**config.mk**
```make
export PLATFORM = sky130hd
export DESIGN_NAME = fp_status_unit
export DESIGN_NICKNAME = d
export VERILOG_FILES = /design/src/rtl/fp_status_unit.sv
export SDC_FILE = /design/constraint.sdc
export NUM_CORES = 1
export LEC_CHECK = 0
export BUFFER_PORTS_ARGS = -buffer_cell sky130_fd_sc_hd__buf_2
export CORE_MARGIN = 2
export CORE_UTILIZATION = 32
export CTS_CLUSTER_DIAMETER = 100
export CTS_CLUSTER_SIZE = 14
export DETAILED_ROUTE_END_ITERATION = 8
export GPL_TIMING_DRIVEN = 0
export PLACE_DENSITY = 0.7
export SETUP_SLACK_MARGIN = 0.05
export SLEW_MARGIN = 30
export SYNTH_ARGS = -nofsm -noshare
export SYNTH_HDL_FRONTEND = slang
export SYNTH_SLANG_ARGS = --single-unit
export TNS_END_PERCENT = 5
```
**constraint.sdc**
```tcl
create_clock -name clk -period 1.5 [get_ports clk]
set_clock_uncertainty 0.05 [all_clocks]
set_input_delay 0.45 -clock clk [delete_from_list [all_inputs] [get_ports clk]]
set_output_delay 0.45 -clock clk [all_outputs]
set_load 0.02 [all_outputs]
```
**src/rtl/fp_status_unit.sv**
```systemverilog
module fp_status_unit (
  input  logic        clk,
  input  logic        rst_n,
  input  logic        wr_en,
  input  logic [31:0] wr_data,
  input  logic        ev_valid,
  input  logic        ev_is_cmp,
  input  logic [4:0]  ev_flags,
  input  logic [1:0]  ev_rel,
  input  logic [4:0]  ev_mask,
  input  logic [3:0]  ev_idx,
  output logic [31:0] status,
  output logic        trap_req,
  output logic [3:0]  round_sel,
  output logic        flush_en
);
  localparam int EXC_LSB = 27;
  localparam int CQ_MSB  = 21;
  localparam int CQ_LSB  = 11;
  localparam int CBIT    = 26;
  localparam int RM_LSB  = 9;
  localparam int FTZ_BIT = 5;
  localparam int N_TGT   = CQ_MSB - CQ_LSB + 1;

  logic        sig_unord;
  logic [4:0]  raised;
  logic        cmp_bit;
  logic [31:0] after_exc;
  logic [31:0] next_w;

  assign sig_unord = ev_is_cmp && ev_mask[0] && (ev_rel == 2'd3);
  assign raised    = ev_valid ? (ev_flags | {sig_unord, 4'b0000}) : 5'b0;
  assign after_exc = status | ({27'b0, raised} << EXC_LSB);

  always_comb begin
    case (ev_rel)
      2'd0:    cmp_bit = ev_mask[4];
      2'd1:    cmp_bit = ev_mask[3];
      2'd2:    cmp_bit = ev_mask[2];
      default: cmp_bit = ev_mask[1];
    endcase
  end

  always_comb begin
    next_w = after_exc;
    if (ev_valid && ev_is_cmp) begin
      if (ev_idx == 4'd0) begin
        next_w[CQ_MSB-1:CQ_LSB] = after_exc[CQ_MSB:CQ_LSB+1];
        next_w[CQ_MSB]          = after_exc[CBIT];
        next_w[CBIT]            = cmp_bit;
      end else begin
        for (int k = 1; k <= N_TGT; k++)
          if (ev_idx == 4'(k)) next_w[CQ_MSB+1-k] = cmp_bit;
      end
    end
  end

  always_ff @(posedge clk) begin
    if (!rst_n) begin
      status   <= '0;
      trap_req <= 1'b0;
    end else if (wr_en) begin
      status   <= wr_data;
      trap_req <= 1'b0;
    end else begin
      status   <= next_w;
      trap_req <= |(raised & status[4:0]);
    end
  end

  always_comb begin
    case (status[RM_LSB+1:RM_LSB])
      2'd0:    round_sel = 4'b0001;
      2'd1:    round_sel = 4'b0010;
      2'd2:    round_sel = 4'b0100;
      default: round_sel = 4'b1000;
    endcase
  end
  assign flush_en = status[FTZ_BIT];

  p_write_load_r1: assert property (@(posedge clk) disable iff (!rst_n)
    wr_en |=> (status == $past(wr_data)) && !trap_req);

  p_sticky_r2: assert property (@(posedge clk) disable iff (!rst_n)
    !wr_en |=> ((status[31:27] & $past(status[31:27])) == $past(status[31:27])));

  p_trap_cause_r3: assert property (@(posedge clk) disable iff (!rst_n)
    trap_req |-> $past(ev_valid && !wr_en));

  p_idle_hold_r4: assert property (@(posedge clk) disable iff (!rst_n)
    (!wr_en && !ev_valid) |=> $stable(status) && !trap_req);

  p_target_one_bit_r6: assert property (@(posedge clk) disable iff (!rst_n)
    (!wr_en && ev_valid && ev_is_cmp && ev_idx != 4'd0) |=>
      $onehot0(status[21:11] ^ $past(status[21:11])) && $stable(status[26]));

  p_queue_shift_r7: assert property (@(posedge clk) disable iff (!rst_n)
    (!wr_en && ev_valid && ev_is_cmp && ev_idx == 4'd0) |=>
      (status[20:11] == $past(status[21:12])) && (status[21] == $past(status[26])));

  p_round_onehot_r9: assert property (@(posedge clk) disable iff (!rst_n)
    $countones(round_sel) == 1);
endmodule

```
==> results by group, run 1 <==
Run status
  • Status: finished, final reports clean

Setup path
  • Cell breakdown of the critical path: buf_6, mux4_2, nor2b_4, nor2_4, buf_6, a31oi_1
  • Critical path arrival: 1550 ps
  • Crit path buf inv count: 2
  • CP Launch Type: primary input
  • CP endpoint kind: flip-flop
  • Most frequent CP cell: buf_6
  • CP max FO: 5
  • Slowest CP cell: mux4_2
  • R2R Setup Slk: 330 ps
  • Setup Crit Path Kind: primary input to flip-flop
  • Req. time, crit path: 1600 ps
  • Max stage delay on crit path: 500 ps
  • Family with the most delay on the worst path: multiplexers

Cells and area
  • Fin nets: 330
  • Area Growth Syn to Fin: 37.6%
  • Design area: 2350 um2
  • Inserted Diodes: 0
  • Finished Core Util: 45.6%
  • Share of cells above drive strength 1: 43.2%
  • Fillcell total: 543

Route
  • DRC Markers: 0
  • DRT iter0 DRCs: 52
  • Remaining antenna violation count: 0
  • Detailed-route wire length per cell: 13.8 um
  • Drt total wl: 4800 um
  • Vias: 1,689
  • Avg Vias per Cell: 4.85
  • Drt pass-1 iters: 4

Floorplanning
  • Cell Rows: 26
  • Die extent in x: 77 um
  • Core Area: 5140 um2
  • Die H: 77 um
  • Die Footprint: 5930 um2
  • Ports: 91
  • Effective utilization at floorplan: 33.2%

Yosys
  • Ys async rst share: 0%
  • Top_reg_cell synth: dfxtp_1
  • Cell variety after synth: 38
  • Synthesis Warnings: 0
  • Synth area leaders: dfxtp_1 39%, mux2i_1 9.4%, nor2b_1 6.6%, nand2b_1 3.7%, o311ai_0 3.6%
  • Synth Cell Area: 1710 um2
  • Register bit total from synthesis: 33
  • Mapped Nets: 234
  • EDFF count, synth: 0
  • Seq/Total Area, Yosys: 38.7%
  • Average cell area after synthesis: 9.42 um2
  • Post-Syn Instances: 181
  • Area share of the largest cell type after synthesis: 38.7%
  • Synth area leader: dfxtp_1

STA
  • RSZ-0062 raised after global routing: yes
  • Final Hold Slack: 346 ps
  • Final setup margin: 59.5 ps
  • Hold Fails Final Rpt: 0
  • Period utilisation layout: 96.0%
  • Setup TNS: 0 ps
  • Max transition margin: 68.6%
  • Worst Tran Pin Value: 471 ps
  • Final setup violation count: 0
  • Fin crit period: 1440 ps
  • Fin. max-slew vios: 0
  • Fmax: 694 MHz

Clock tree
  • Num CTS Buffers: 5
  • Clk slew on worst S/H paths: 70 ps
  • CTS Root Cell: clkbuf_8
  • Clock Path Buffers: 2
  • CTS H-tree depth: 2
  • TritonCTS clock tree: yes
  • Post-CTS Hold Buffers: 0
  • Clk_lat worst skew: 280 ps
  • TritonCTS Sinks: 33

Global route
  • Initial antenna violation count: 0
  • Vias in the first global route: 1,577
  • Gr usage total: 15.8%
  • Largest net degree at the start of global routing: 11
  • Grt total ovfl: 0
  • First-pass GRT wire length: 7570 um

Power and ir drop
  • P_leak: 0.00109 uW
  • Pwr dens: 902 nW/um2
  • VDD IR max: 0.000375 V

Min path
  • Min-delay worst type: primary input to flip-flop

Place
  • Gpl congestion: 0.798
  • Pre-CTS setup slack: -279 ps
  • Placed Area: 2220 um2
  • IO Port Bufs: 86
  • Detailed placer's ending HPWL: 3530 um

Run
  • Max_cap viols: 0
==> metrics by stage <==
step,cells,power (uW)
6_report,348,2120
5_1_grt,348,2230
4_1_cts,345,2120
3_5_place_dp,337,1470
3_3_place_gp,337,1460
2_1_floorplan,181,1280
==> per-layer routing <==
layer	global-route usage, %	vias up	part of all wire, %
li1	-	848	-
met1	20.5	770	45
met2	24.8	67	46
met3	5.76	4	8.2
met4	4.29	0	0.60
met5	0	-	0
==> synthesized netlist by cell type (2+ instances only) <==
cell type  number
nand3_1         3
a211oi_2        2
buf_4           4
buf_2           4
dfxtp_1        33
a22oi_1         2
nor4_1          2
nand3b_1        2
mux2i_1        16
nand2_1         8
nor2b_1        18
a21oi_1        11
nor2_1          3
a31oi_1         8
xor2_1          5
nor3_1          9
nand2b_1       10
buf_6           3
o311ai_0        7
o21ai_0         9
clkbuf_1        5
==> registers in the layout, summed over array words and instances (netlist names) <==
register,count
status,32
trap_req,1
==> logic make-up (layout without fill, tap and decap cells) <==
kind of cell	count (synthesis)	after routing	synth area share (%)
buffers and inverters	17	114	6.24
AND/OR/NAND/NOR	63	63	23.0
multiplexers	17	17	10.7
XOR/XNOR	5	5	2.57
AO/OA/AOI/OAI	46	46	18.8
flip-flops	33	33	38.7
==> worst reg2reg max path, stage by stage (launching register included) <==
cell	delay, ps
dfxtp_1	330
a22oi_1	210
nand2_1	90
a22o_1	230
and3_1	160
==> power breakdown <==
group	switching, uW	leakage [uW]	total [uW]	internal [uW]
clock	332	0.0000450	654	322
sequential	37.9	0.000275	973	935
combinational	272	0.000769	490	217
==> cell type report <==
| type | count | area (um2) | area share, % |
|---|---|---|---|
| Clock inverter | 2 | 10.0 | 0.427 |
| Timing Repair Buffer | 89 | 465 | 19.8 |
| Buffer | 16 | 103 | 4.37 |
| Clock buffer | 6 | 72.6 | 3.09 |
| Tap cell | 70 | 87.6 | 3.73 |
| Sequential cell | 33 | 666 | 28.4 |
| Multi-Input combinational cell | 131 | 938 | 40.0 |
| Inverter | 1 | 3.75 | 0.160 |
==> layout by cell type (no fill, tap or decap), drive strengths merged, types with 4 or more instances in the layout <==
master,instances
dfxtp,33
o311ai,8
nand2,8
buf,100
clkbuf,11
a21oi,12
nand2b,10
a31oi,8
mux2i,16
nor2b,19
nor3,9
nor2,4
xor2,5
o21ai,9
==> final timing paths <==
path	start	endpoint	cells past startpoint
worst max-delay path	ev_rel[0]	status[21]	6
worst min-delay path	wr_data[31]	status[31]	3
worst max register to register	status[1]	trap_req	4
worst min register to register	status[31]	status[31]	2
==> what timing repair did <==
| item | 4_1_cts | 5_1_grt |
|---|---|---|
| pin swaps | 0 | 1 |
| gates cloned | 0 | 1 |
| endpoints found under the setup margin | 11 | 15 |
| setup buffers | 0 | 2 |
| resized for setup | 1 | 8 |
(Power assumes the default switching activity.)
==> run 2, diff against run 1 <==
--- a/config.mk
+++ b/config.mk
@@ -12,7 +12,7 @@
 export CTS_CLUSTER_SIZE = 14
 export DETAILED_ROUTE_END_ITERATION = 8
 export GPL_TIMING_DRIVEN = 0
-export PLACE_DENSITY = 0.7
+export PLACE_DENSITY = 0.67
 export SETUP_SLACK_MARGIN = 0.05
 export SLEW_MARGIN = 30
 export SYNTH_ARGS = -nofsm -noshare
==> constraint.sdc (replaced) <==
create_clock -name clk -period 1.7 [get_ports clk]
set_clock_uncertainty 0.05 [all_clocks]
set_input_delay 0.51 -clock clk [delete_from_list [all_inputs] [get_ports clk]]
set_output_delay 0.51 -clock clk [all_outputs]
set_load 0.02 [all_outputs]
==> run 2 against run 1 <==
  * Combinational power down 15%
  * Die area unchanged
  * Global-route usage up 0.14 points
  * Total power down 4.6%
  * First-iteration DRC count up 62%
  * Critical path depth unchanged
  * Final area down 0.32%
  * Sequential power down 12%
  * Largest power group unchanged
==> results by group, run 2 (synthesized netlist as in run 1, its figures left out) <==
Route
  • Drt pass-1 iters: 4
  • Remaining antenna violation count: 0
  • Drt total wl: 4580 um
  • DRC Markers: 0
  • Detailed-route wire length per cell: 13.3 um
  • Vias: 1,678
  • DRT iter0 DRCs: 84
  • Avg Vias per Cell: 4.86

Global route
  • Largest net degree at the start of global routing: 13
  • Initial antenna violation count: 0
  • Gr usage total: 15.9%
  • First-pass GRT wire length: 7560 um
  • Grt total ovfl: 0
  • Vias in the first global route: 1,548

Place
  • Placed Area: 2220 um2
  • Detailed placer's ending HPWL: 3550 um
  • Gpl congestion: 0.793
  • Total placed cells including tap cells: 337
  • IO Port Bufs: 86

Floorplanning
  • Die Footprint: 5930 um2
  • Effective utilization at floorplan: 33.2%
  • Die H: 77 um
  • Core Area: 5140 um2
  • Cell Rows: 26
  • Die extent in x: 77 um
  • Ports: 91

Power and ir drop
  • PnR Total Power: 2020 uW
  • VDD IR max: 0.000387 V
  • P_leak: 0.00108 uW
  • Pwr dens: 863 nW/um2

Setup path
  • CP Launch Type: primary input
  • Cell breakdown of the critical path: buf_2, mux4_2, nor2b_4, nor2_4, buf_6, a31oi_1
  • Slowest CP cell: mux4_2
  • Max stage delay on crit path: 510 ps
  • Req. time, crit path: 1810 ps
  • Setup Crit Path Kind: primary input to flip-flop
  • CP max FO: 10
  • Critical path arrival: 1640 ps
  • CP endpoint kind: flip-flop

Clock tree
  • Post-CTS setup buffer count: 0
  • Post-CTS Hold Buffers: 0
  • TritonCTS clock tree: yes
  • Clock Path Buffers: 2
  • Num CTS Buffers: 5
  • Post-CTS Resized: 0
  • CTS H-tree depth: 2
  • TritonCTS Sinks: 33
  • Clk slew on worst S/H paths: 70 ps
  • CTS Root Cell: clkbuf_8
  • Clk_lat worst skew: 280 ps

Run status
  • Status: finished, final reports clean

Cells and area
  • Regs by FF count: status x32, trap_req x1
  • Design area: 2340 um2
  • Fillcell total: 545
  • Layout Cells excl Fill: 345
  • Largest register FFs: 32
  • Reg with most FFs: status
  • Area Growth Syn to Fin: 37.1%
  • Commonest non-fill, non-tap cell in the layout: buf_2
  • Inserted Diodes: 0
  • Share of cells above drive strength 1: 42.2%
  • Fin nets: 327
  • Commonest non-fill, non-tap cells in the layout: 90 x buf_2, 33 x dfxtp_1, 18 x nor2b_1

Min path
  • Min-delay worst type: primary input to flip-flop

STA
  • Hold Fails Final Rpt: 0
  • Setup TNS: 0 ps
  • Final Hold Slack: 407 ps
  • Fmax: 651 MHz
  • Max transition margin: 67.4%
  • Period utilisation layout: 90.4%
  • Fin crit period: 1540 ps
  • Fin. max-slew vios: 0
  • RSZ-0062 raised after global routing: no
  • Worst Tran Pin Value: 489 ps
  • Final setup violation count: 0

Run
  • Max_cap viols: 0
-- run 2: cell count changes in the layout (fill, tap and decap cells not counted), sizes merged --
cell      delta
bufinv       +1
buf          -3
clkbuf       -1
clkinv       -1
clkinvlp     +1
-- run 2: power by group --
group          total (uW)  internal, uW  switching, uW
clock network         745           438            307
registers             858           825           32.7
logic                 416           181            235
-- run 2: layout make-up --
class	count	area, um2	area share (%)
inverter	1	3.75	0.161
buffer	16	103	4.39
clock inverter	3	46.3	1.98
clock buffer	5	68.8	2.94
multi-input combinational	131	938	40.1
tap	70	87.6	3.75
timing repair buffer	86	430	18.4
sequential	33	661	28.3
-- run 2: worst max-delay path: cells and delay by family --
kind / cells / cell delay [ps]
mux: 1 / 510
buf+inv: 2 / 260
simple gates: 2 / 260
compound gates: 1 / 90
-- run 2: path summary, 6_finish.rpt --
path | cells past startpoint | from | slack, ps | end
worst max-delay path | 6 | ev_rel[0] | 160 | status[21]
worst min-delay path | 3 | wr_data[31] | 410 | status[31]
worst min register to register | 2 | status[14] | 440 | status[13]
worst max register to register | 4 | status[1] | 540 | trap_req
-- run 2: per-stage QoR --
stage               util, %  worst slack [ps]
floorplan                 -              74.9
global placement       43.3              -118
detailed placement     43.3              -141
CTS                    45.5               153
global route           45.5              83.5
finish                 45.5               163
-- run 2: layer usage --
metal  vias up  wire [um]  track usage, %
met5         -          0               0
met4         0         65            4.82
met3         7        332            5.41
met2        63       2110            25.0
met1       768       2070            20.7
li1        840          -               -
==> run 3, diff against run 2 <==
--- a/config.mk
+++ b/config.mk
@@ -5,6 +5,7 @@
 export SDC_FILE = /design/constraint.sdc
 export NUM_CORES = 1
 export LEC_CHECK = 0
+export ABC_AREA = 1
 export BUFFER_PORTS_ARGS = -buffer_cell sky130_fd_sc_hd__buf_2
 export CORE_MARGIN = 2
 export CORE_UTILIZATION = 32
@@ -12,7 +13,7 @@
 export CTS_CLUSTER_SIZE = 14
 export DETAILED_ROUTE_END_ITERATION = 8
 export GPL_TIMING_DRIVEN = 0
-export PLACE_DENSITY = 0.67
+export PLACE_DENSITY = 0.66
 export SETUP_SLACK_MARGIN = 0.05
 export SLEW_MARGIN = 30
 export SYNTH_ARGS = -nofsm -noshare
==> run 3 against run 2 <==
  * Die area increased by 7.5%
  * First-iteration DRC count is 15% lower
  * Critical path type is now flip-flop to output pin
  * Core utilization down 0.71 points
  * Setup slack improved by 12 ps
  * Fmax up 0.81%
  * Combinational power up 19%
  * Clock-buffer cell count stayed put
  * Routed wire length rose by 21%
==> results by group, run 3 <==
Run status
  • Status: finished, final reports clean

Global route
  • Initial antenna violation count: 0
  • First-pass GRT wire length: 8940 um
  • Grt total ovfl: 0
  • Largest net degree at the start of global routing: 11
  • Gr usage total: 17.9%
  • Vias in the first global route: 2,011

STA
  • Final setup violation count: 0
  • Hold Fails Final Rpt: 0
  • Period utilisation layout: 89.7%
  • Fin crit period: 1520 ps
  • Worst Tran Pin Value: 434 ps
  • Final setup margin: 176 ps
  • Fin. max-slew vios: 0
  • Fmax: 656 MHz
  • Max transition margin: 71.0%
  • RSZ-0062 raised after global routing: no
  • Setup TNS: 0 ps

Cells and area
  • Finished Core Util: 44.8%
  • Inserted Diodes: 0
  • Regs by FF count: status x32, trap_req x1
  • Area Growth Syn to Fin: 34.8%
  • Largest register FFs: 32
  • Commonest non-fill, non-tap cell in the layout: buf_2
  • Design area: 2480 um2
  • Commonest non-fill, non-tap cells in the layout: 90 x buf_2, 71 x nand2_1, 52 x nor2_1
  • Reg with most FFs: status
  • Fin nets: 438
  • Fillcell total: 615
  • Share of cells above drive strength 1: 31.2%

Yosys
  • Largest family of logic cells by synthesized area: simple AND/OR/NAND/NOR gates
  • Synth Cell Area: 1840 um2
  • Synth area leader: dfxtp_1
  • Cell variety after synth: 21
  • Average cell area after synthesis: 6.37 um2
  • Compound-cell area share of the yosys netlist: 14.4%
  • Register bit total from synthesis: 33
  • EDFF count, synth: 0
  • Synth area leaders: dfxtp_1 36%, nand2_1 14%, nor2_1 11%, nand3_1 7.3%, o21ai_0 7.1%
  • Synth top cells by count: 71 x nand2_1, 52 x nor2_1, 33 x dfxtp_1
  • Area share of the largest cell type after synthesis: 35.9%
  • Synth Area in XOR/XNOR: 0%
  • Top-count cell post-synth: nand2_1
  • Ys async rst share: 0%
  • Synthesis Warnings: 0
  • Post-Syn Instances: 289
  • Mux cell area share after synthesis: 0%
  • Synth Area in Adders: 0%
  • Top_reg_cell synth: dfxtp_1
  • Post-synthesis simple-gate area fraction: 37.4%
  • Mapped Nets: 342
  • Seq/Total Area, Yosys: 35.9%

Floorplanning
  • Ports: 91
  • Core Area: 5540 um2
  • Die H: 79.8 um
  • Cell Rows: 27
  • Die extent in x: 79.8 um
  • Effective utilization at floorplan: 33.2%
  • Die Footprint: 6370 um2

Power and ir drop
  • PnR Total Power: 2080 uW
  • P_leak: 0.00136 uW
  • VDD IR max: 0.000560 V
  • Pwr dens: 839 nW/um2

Setup path
  • Setup Crit Path Kind: flip-flop to output pin
  • R2R Setup Slk: 770 ps
  • Req. time, crit path: 1140 ps
  • CP max FO: 5
  • CP endpoint kind: output pin
  • CP Launch Type: flip-flop
  • Critical path arrival: 960 ps

Clock tree
  • Clk_lat worst skew: 280 ps
  • TritonCTS clock tree: yes
  • Post-CTS Resized: 0
  • Post-CTS setup buffer count: 0
  • TritonCTS Sinks: 33
  • Clock Path Buffers: 2
  • Num CTS Buffers: 5
  • Post-CTS Hold Buffers: 0
  • Clk slew on worst S/H paths: 70 ps
  • CTS H-tree depth: 2
  • CTS Root Cell: clkbuf_8

Run
  • Max_cap viols: 0

Route
  • Drt total wl: 5530 um
  • Routed wl met3: 610 um
  • DRT iter0 DRCs: 71
  • Top sig layer: met4
  • Detailed-route wire length per cell: 12.1 um
  • Met2 wire len: 2340 um
  • Vias: 2,088
  • Avg Vias per Cell: 4.57
  • Drt pass-1 iters: 4
  • Met1 wire length: 2510 um
  • DRC Markers: 0
  • Remaining antenna violation count: 0

Place
  • Pre-CTS setup slack: 114 ps
  • Gpl congestion: 0.892
  • IO Port Bufs: 89
  • Detailed placer's ending HPWL: 4250 um
  • Placed Area: 2380 um2

Min path
  • Min-delay worst type: primary input to flip-flop
## run 3: cell count changes in the layout (fill, tap and decap cells not counted), moves of 10 or more
cell,change
nand2_1,+63
nor2_1,+49
inv_1,+27
nand3_1,+24
nor2b_1,-18
o21ai_0,+17
mux2i_1,-16
nand2b_1,-10
## run 3: through the flow
stage | hold slack (ps) | cells
floorplan | 502 | 289
finish | 395 | 457
global placement | 396 | 450
global route | 400 | 457
CTS | 392 | 457
detailed placement | 405 | 450
## run 3: cell families (layout without fill, tap and decap cells)
kind of cell / Yosys count / in the layout
buffers and inverters: 45 / 141
DFF: 33 / 33
AOI/OAI and AO/OA: 51 / 51
and+or+nand+nor: 160 / 160
## run 3: area by class of cell
cell class / instances / area [um2] / area share, %
multi-input cells: 211 / 953 / 38.4
flip-flops and latches: 33 / 662 / 26.7
repair buffers: 89 / 445 / 18.0
plain buffers: 15 / 114 / 4.59
inverters: 30 / 113 / 4.54
well taps: 72 / 90.1 / 3.63
clock buffers: 5 / 68.8 / 2.77
clock inverters: 2 / 35.0 / 1.41
## run 3: per-layer routing
| metal | vias up | GRT usage (%) |
|---|---|---|
| met3 | 6 | 6.56 |
| met2 | 93 | 29.6 |
| met1 | 887 | 21.9 |
| met4 | 0 | 4.75 |
| li1 | 1102 | - |
| met5 | - | 0 |
## run 3: final timing paths
check / startpoint / end / cells after the start
setup / recovery: status[10] / round_sel[2] / 3
hold / removal: wr_data[4] / status[4] / 3
setup reg to reg: status[20] / status[19] / 6
hold reg to reg: status[31] / status[31] / 2
## run 3: power breakdown
group	internal [uW]	switching [uW]
Sequential	832	35.6
Clock	426	295
Combinational	188	305
Total	1450	635
## run 3: critical path: stages (launching register included)
cell     delay (ps)
dfxtp_1         380
inv_1            70
nor2_1           70
buf_2           160
